## config.mk

```make
export PLATFORM = sky130hd
export DESIGN_NAME = irq_pio_ctrl
export DESIGN_NICKNAME = d
export VERILOG_FILES = /design/src/rtl/irq_pio_pkg.sv /design/src/rtl/pio_in_filter.sv /design/src/rtl/pio_out_reg.sv /design/src/rtl/irq_collect.sv /design/src/rtl/irq_pio_ctrl.sv
export SDC_FILE = /design/constraint.sdc
export NUM_CORES = 1
export LEC_CHECK = 0
export CORE_MARGIN = 3
export CORE_UTILIZATION = 50
export CTS_CLUSTER_DIAMETER = 100
export DETAILED_ROUTE_END_ITERATION = 7
export GPL_TIMING_DRIVEN = 1
export MAX_ROUTING_LAYER = met4
export PLACE_DENSITY = 0.87
export SYNTH_ARGS = -nofsm -noshare
export SYNTH_HDL_FRONTEND = slang
export SYNTH_HIERARCHICAL = 1
export SYNTH_SLANG_ARGS = --single-unit
```

## constraint.sdc

```tcl
create_clock -name clk -period 5.8 [get_ports clk]
set_input_delay 1.45 -clock clk [delete_from_list [all_inputs] [get_ports clk]]
set_output_delay 1.45 -clock clk [all_outputs]
set_load 0.02 [all_outputs]
```

## src/rtl/irq_pio_pkg.sv

```systemverilog
// Shared register address map for the interrupt and parallel port controller.
// Assumes a 4-bit address bus; codes above the last entry are unmapped.
package irq_pio_pkg;
    localparam int unsigned ADDR_W = 4;

    typedef enum logic [ADDR_W-1:0] {
        RA_INLVL  = 4'd0,
        RA_CHG    = 4'd1,
        RA_STAT   = 4'd2,
        RA_MASK   = 4'd3,
        RA_OUTREG = 4'd4,
        RA_OSET   = 4'd5,
        RA_OCLR   = 4'd6
    } reg_addr_e;
endpackage

```

## src/rtl/pio_in_filter.sv

```systemverilog
// Input filter: two-flop synchroniser, then a stability stage that accepts a
// new level only when two consecutive synchronised samples agree. The lowest
// CHG_W inputs raise sticky change flags, cleared by chg_clr_i (set wins).
// Assumes pins are asynchronous and change no faster than the filter window.
module pio_in_filter #(
    parameter int unsigned IN_W  = 7,
    parameter int unsigned CHG_W = 4
) (
    input  logic             clk,
    input  logic             rst_n,
    input  logic [IN_W-1:0]  pins_i,
    input  logic             chg_clr_i,
    output logic [IN_W-1:0]  level_o,
    output logic [CHG_W-1:0] chg_o
);
    logic [IN_W-1:0]  sync1, sync2, sample_d, level_q, accept;
    logic [CHG_W-1:0] chg_q;

    // Bits whose last two samples agree and differ from the accepted level.
    assign accept = ~(sync2 ^ sample_d) & (sync2 ^ level_q);

    // Synchronise, keep one older sample, and update the accepted level.
    always_ff @(posedge clk) begin
        if (!rst_n) begin
            sync1    <= '0;
            sync2    <= '0;
            sample_d <= '0;
            level_q  <= '0;
        end else begin
            sync1    <= pins_i;
            sync2    <= sync1;
            sample_d <= sync2;
            level_q  <= level_q ^ accept;
        end
    end

    // Latch change flags on the watched inputs; a clear loses to a new change.
    always_ff @(posedge clk) begin
        if (!rst_n)
            chg_q <= '0;
        else
            chg_q <= (chg_q & ~{CHG_W{chg_clr_i}}) | accept[CHG_W-1:0];
    end

    assign level_o = level_q;
    assign chg_o   = chg_q;
endmodule

```

## src/rtl/pio_out_reg.sv

```systemverilog
// Output port register with bitwise set and clear commands.
// Assumes set_i and clr_i are never asserted together; set has priority.
module pio_out_reg #(
    parameter int unsigned DW = 8
) (
    input  logic          clk,
    input  logic          rst_n,
    input  logic          set_i,
    input  logic          clr_i,
    input  logic [DW-1:0] data_i,
    output logic [DW-1:0] q_o
);
    logic [DW-1:0] q;

    // Apply the set or clear command to the selected bits only.
    always_ff @(posedge clk) begin
        if (!rst_n)
            q <= '0;
        else if (set_i)
            q <= q | data_i;
        else if (clr_i)
            q <= q & ~data_i;
    end

    assign q_o = q;
endmodule

```

## src/rtl/irq_collect.sv

```systemverilog
// Interrupt status and mask. The low SRC_W-1 status bits latch external
// sources and clear on write-one; the top bit mirrors a pending change flag.
// The request is the OR of masked status. Assumes sources are synchronous.
module irq_collect #(
    parameter int unsigned SRC_W = 8
) (
    input  logic             clk,
    input  logic             rst_n,
    input  logic [SRC_W-2:0] src_i,
    input  logic             chg_any_i,
    input  logic             ack_we_i,
    input  logic [SRC_W-2:0] ack_data_i,
    input  logic             mask_we_i,
    input  logic [SRC_W-1:0] mask_data_i,
    output logic [SRC_W-1:0] status_o,
    output logic [SRC_W-1:0] mask_o,
    output logic             irq_o
);
    localparam int unsigned EXT_W = SRC_W - 1;

    logic [EXT_W-1:0] ext_q;
    logic [SRC_W-1:0] mask_q;

    // One sticky status bit per external source.
    for (genvar i = 0; i < EXT_W; i++) begin : g_src
        // Latch a high source; clear on a written 1 unless the source is high.
        always_ff @(posedge clk) begin
            if (!rst_n)
                ext_q[i] <= 1'b0;
            else if (src_i[i])
                ext_q[i] <= 1'b1;
            else if (ack_we_i && ack_data_i[i])
                ext_q[i] <= 1'b0;
        end
    end

    // Hold the mask written by the host.
    always_ff @(posedge clk) begin
        if (!rst_n)
            mask_q <= '0;
        else if (mask_we_i)
            mask_q <= mask_data_i;
    end

    assign status_o = {chg_any_i, ext_q};
    assign mask_o   = mask_q;
    assign irq_o    = |(status_o & mask_q);
endmodule

```

## src/rtl/irq_pio_ctrl.sv

```systemverilog
// Top: bus decode, registered read mux, and the input, output and interrupt
// sub-blocks. Assumes single-cycle read/write strobes qualified by bus_sel.
module irq_pio_ctrl
    import irq_pio_pkg::*;
#(
    parameter int unsigned DW    = 8,
    parameter int unsigned IN_W  = 7,
    parameter int unsigned CHG_W = 4
) (
    input  logic              clk,
    input  logic              rst_n,
    input  logic              bus_sel,
    input  logic              bus_wr,
    input  logic              bus_rd,
    input  logic [ADDR_W-1:0] bus_addr,
    input  logic [DW-1:0]     bus_wdata,
    output logic [DW-1:0]     bus_rdata,
    input  logic [IN_W-1:0]   in_pins,
    input  logic [DW-2:0]     irq_src,
    output logic [DW-1:0]     out_pins,
    output logic              irq_pull
);
    localparam int unsigned PAD_W = DW - IN_W;
    localparam int unsigned LVL_W = DW - CHG_W;

    logic             wr_en, rd_en;
    logic [IN_W-1:0]  level;
    logic [CHG_W-1:0] chg;
    logic [DW-1:0]    status, mask, oreg, rd_mux;

    assign wr_en = bus_sel && bus_wr;
    assign rd_en = bus_sel && bus_rd;

    pio_in_filter #(.IN_W(IN_W), .CHG_W(CHG_W)) u_in (
        .clk       (clk),
        .rst_n     (rst_n),
        .pins_i    (in_pins),
        .chg_clr_i (rd_en && bus_addr == RA_CHG),
        .level_o   (level),
        .chg_o     (chg)
    );

    pio_out_reg #(.DW(DW)) u_out (
        .clk    (clk),
        .rst_n  (rst_n),
        .set_i  (wr_en && bus_addr == RA_OSET),
        .clr_i  (wr_en && bus_addr == RA_OCLR),
        .data_i (bus_wdata),
        .q_o    (oreg)
    );

    irq_collect #(.SRC_W(DW)) u_irq (
        .clk         (clk),
        .rst_n       (rst_n),
        .src_i       (irq_src),
        .chg_any_i   (|chg),
        .ack_we_i    (wr_en && bus_addr == RA_STAT),
        .ack_data_i  (bus_wdata[DW-2:0]),
        .mask_we_i   (wr_en && bus_addr == RA_MASK),
        .mask_data_i (bus_wdata),
        .status_o    (status),
        .mask_o      (mask),
        .irq_o       (irq_pull)
    );

    // Select the addressed register for a read; unmapped codes read zero.
    always_comb begin
        unique case (bus_addr)
            RA_INLVL:  rd_mux = {{PAD_W{1'b0}}, level};
            RA_CHG:    rd_mux = {chg, level[LVL_W-1:0]};
            RA_STAT:   rd_mux = status;
            RA_MASK:   rd_mux = mask;
            RA_OUTREG: rd_mux = oreg;
            default:   rd_mux = '0;
        endcase
    end

    // Register the read data on a read strobe.
    always_ff @(posedge clk) begin
        if (!rst_n)
            bus_rdata <= '0;
        else if (rd_en)
            bus_rdata <= rd_mux;
    end

    assign out_pins = ~oreg;
endmodule

```

==> results.md <==
- Run status: finished, final reports clean
- HPWL after detailed placement: 3819 um
- Synthesis-to-layout area growth: 26.67%
- Total Power Consumption: ~1.0 mW
- Crit-path max cell delay: 990 ps
- Commonest register cell after synthesis: dfxtp_1
- Static leakage: 1.270 nW
- Final TNS setup: 0 ps
- Worst ir drop on vdd: 0.1684 mV
- Multi-input gate area: about 1300 um2
- Class of the tightest hold or removal check: reg -> reg
- Post-synthesis cell area: 2698 um2
- I/O pin count: 48
- Worst R2R Start: u_in/chg_o[1]
- Most common cell in the synthesized netlist: dfxtp_1
- Timing startpoint of the critical path: bus_addr[0]
- Relative contribution of combinational cells to total power: 0.061
- Critical path, cell by cell: clkdlybuf4s50_1 > or3b_1 > nor2_1 > mux2i_1 > nor2b_1
- DRC errors left: 0
- Detailed Route Iter0 Violations: about 190
- CP max-delay cell: clkdlybuf4s50_1
- TritonCTS buffer count: 9
- Total number of H-tree levels: 3
- Endpoint of the worst setup timing path: u_irq/mask_o[0]
- Share of total power consumed by net switching: 0.1956
- Vias in the first global route: 1,904
- Power per standard cell area: about 300 nW/um2
- Kind of cell adding the most delay to the critical path: simple AND/OR/NAND/NOR gates
- Number of diodes: 0
- Clock Tree Buf Depth: 2
- Number of maximum-capacitance violations: 0
- Wire per inst: approximately 14 um
- Placement row count: 26
- RSZ-0062 raised after global routing: no
- Global-route wire length before repair: slightly above 9000 um
- Die Y: 79.45 um
- Share of async-settable or async-resettable flops after synthesis: 0
- Terminus of the critical flop-to-flop path: bus_rdata[7]
- Via density per instance: 5.320
- Worst slack on hold paths: approximately 430 ps
- P_int: 0.8317 mW
- Fill cells: about 400
- Layout cells sized above 1: 0.1059
- Die Width: 79.45 um
- Effective utilization at floorplan: 0.5215
- Portion of the post-synthesis area used by sequential elements: 0.4675
- Average instance area after synthesis: 9.918 um2
- Critical path launch point type: primary input
- Kind of critical path: in -> reg
- Post-CTS sizing: 0
- Share of the core filled with cells in the final layout: 0.6606
- Grt ovf: 0
- Cts-stage hold buffer count: 0
- Sequential standard cell area: 1261 um2
- Worst slew pin tran: 1147 ps
- Clock edge transition at the registers on the reported setup and hold paths: about 70 ps
- Number of nets in the synthesized netlist: 303
- Number of flops mapped to enable cells by yosys: 0
- Post-route minimum period: 3781 ps
- Post-route ant nets: 0
- Top cell types by occurrence after synthesis: dfxtp_1, and2_1, nand2_1
- Gr usage total: 0.1948
- Final instance area: 3417 um2
- Clock insertion delay at the later pin of the skew report: 330 ps
- Pin count of the biggest net entering global routing: 66
- Gate count of the mapped netlist: 272
- Slew Viols, Final: 0
- Clock network power share: 0.503
- Cell type contributing the most total cell area after synthesis: dfxtp_1
- CP bufs+invs: 1
- Final hold violation count: 0
- Peak fanout along the critical path: 18
- 1st-pass router iterations: 4
- Postcts setup bufs: 0
- Worst-case headroom to the max-slew limit: 0.2283
- Post-route fraction of the period consumed by the critical path: 0.6520
- Routed Wire Length: 5562 um
- Flip-flop and latch count after synthesis: between 60 and 70
- Area inside the core boundary: approximately 5200 um2
- Clock tree root buffer cell: clkbuf_8
- Initial antenna violation count: 0
- Number of placed cells counting well taps: 375
- Placed Area: 3138 um2
- Cell count along the critical path: 5
- Non-filler cells in the finished layout: 391
- Max frequency: 264.4 MHz
- Number of cell instances on the worst register-to-register path: 4
- Pre-CTS setup slack: 1738 ps
- Port bufs: 47
- TritonCTS clock tree: done
- Routability congestion estimate from global placement: 0.8391
- Clock sink total: 63
- Die footprint: ~6300 um2
- Slack of the worst reg-to-reg path: 4280 ps
- Number of warnings reported in the yosys synthesis log: 6
- Switching Power: 0.2023 mW
- Post-synth top area share: 0.4675
- Total via count in the routed design: 2,080
- Data arrival at the endpoint of the critical path: 4000 ps
- Worst setup margin: roughly 2000 ps
- Top cells by area in the synthesized netlist: dfxtp_1, mux2i_1, and2_1
- Worst Path Required: 6020 ps
- Proportion of power drawn by flip-flops and latches: 0.435
- Type of element capturing the critical path: register
- Final setup violating endpoints: 0
- Final net count: 347
- Post-synth cell types: 45
- Worst clock skew: ~3.9 ps
==> area by class of cell <==
class,count,share of cell area
Multi-Input combinational cell,186,0.3750
Timing Repair Buffer,48,0.1399
Clock inverter,5,0.03735
Tap cell,70,0.02563
Sequential cell,63,0.3691
Inverter,8,0.008788
Clock buffer,11,0.04431
==> layout by cell type (no fill, tap or decap), types with 6 or more instances in the layout <==
| master | n |
|---|---|
| dfxtp_1 | 63 |
| clkdlybuf4s50_1 | 47 |
| and2_1 | 22 |
| nand2_1 | 20 |
| mux2i_1 | 18 |
| nor2b_1 | 15 |
| a21boi_0 | 14 |
| clkbuf_8 | 11 |
| inv_1 | 8 |
| o21ai_0 | 8 |
| o21a_1 | 7 |
| a22o_1 | 6 |
| and3_2 | 6 |
==> power groups by stage <==
stage	clock, mW	sequential (mW)	combinational (mW)
after floorplan	0	0.457	0.0381
after global placement	0	0.459	0.0617
after detailed placement	0	0.460	0.0631
after CTS	0.529	0.450	0.0636
after global routing	0.548	0.451	0.0693
final	0.520	0.450	0.0636
==> cells by family (layout without fill, tap and decap cells) <==
| group | Yosys count | after routing | share of synthesized area |
|---|---|---|---|
| multiplexers | 18 | 18 | 0.06679 |
| AND/OR/NAND/NOR | 99 | 99 | 0.2226 |
| AO/OA/AOI/OAI | 69 | 69 | 0.1855 |
| buffers and inverters | 23 | 72 | 0.05751 |
| flip-flops | 63 | 63 | 0.4675 |
==> how the worst min path moves through the flow <==
stage	slack [ps]	to	cells after the start	from
floorplan	410	u_in/sync2[3]	1	u_in/sync1[3]
global placement	410	u_in/sync2[3]	1	u_in/sync1[3]
detailed placement	420	u_in/sync2[2]	1	u_in/sync1[2]
CTS	430	u_in/sync2[2]	1	u_in/sync1[2]
global route	450	u_in/sync2[0]	1	u_in/sync1[0]
finish	430	u_in/sync2[3]	1	u_in/sync1[3]
==> routing by layer <==
layer,share of wire,global-route usage,up-vias
li1,-,-,1053
met1,0.46,0.2642,962
met2,0.47,0.2805,54
met3,0.049,0.03499,11
met4,0.021,0.09450,0
met5,0,-,-
==> worst register-to-register path: stages (launching register included) <==
cell	delay, ps
dfxtp_1	330
or4_1	560
a22oi_1	210
o32ai_1	110
a22o_1	210
(Power assumes the default switching activity.)
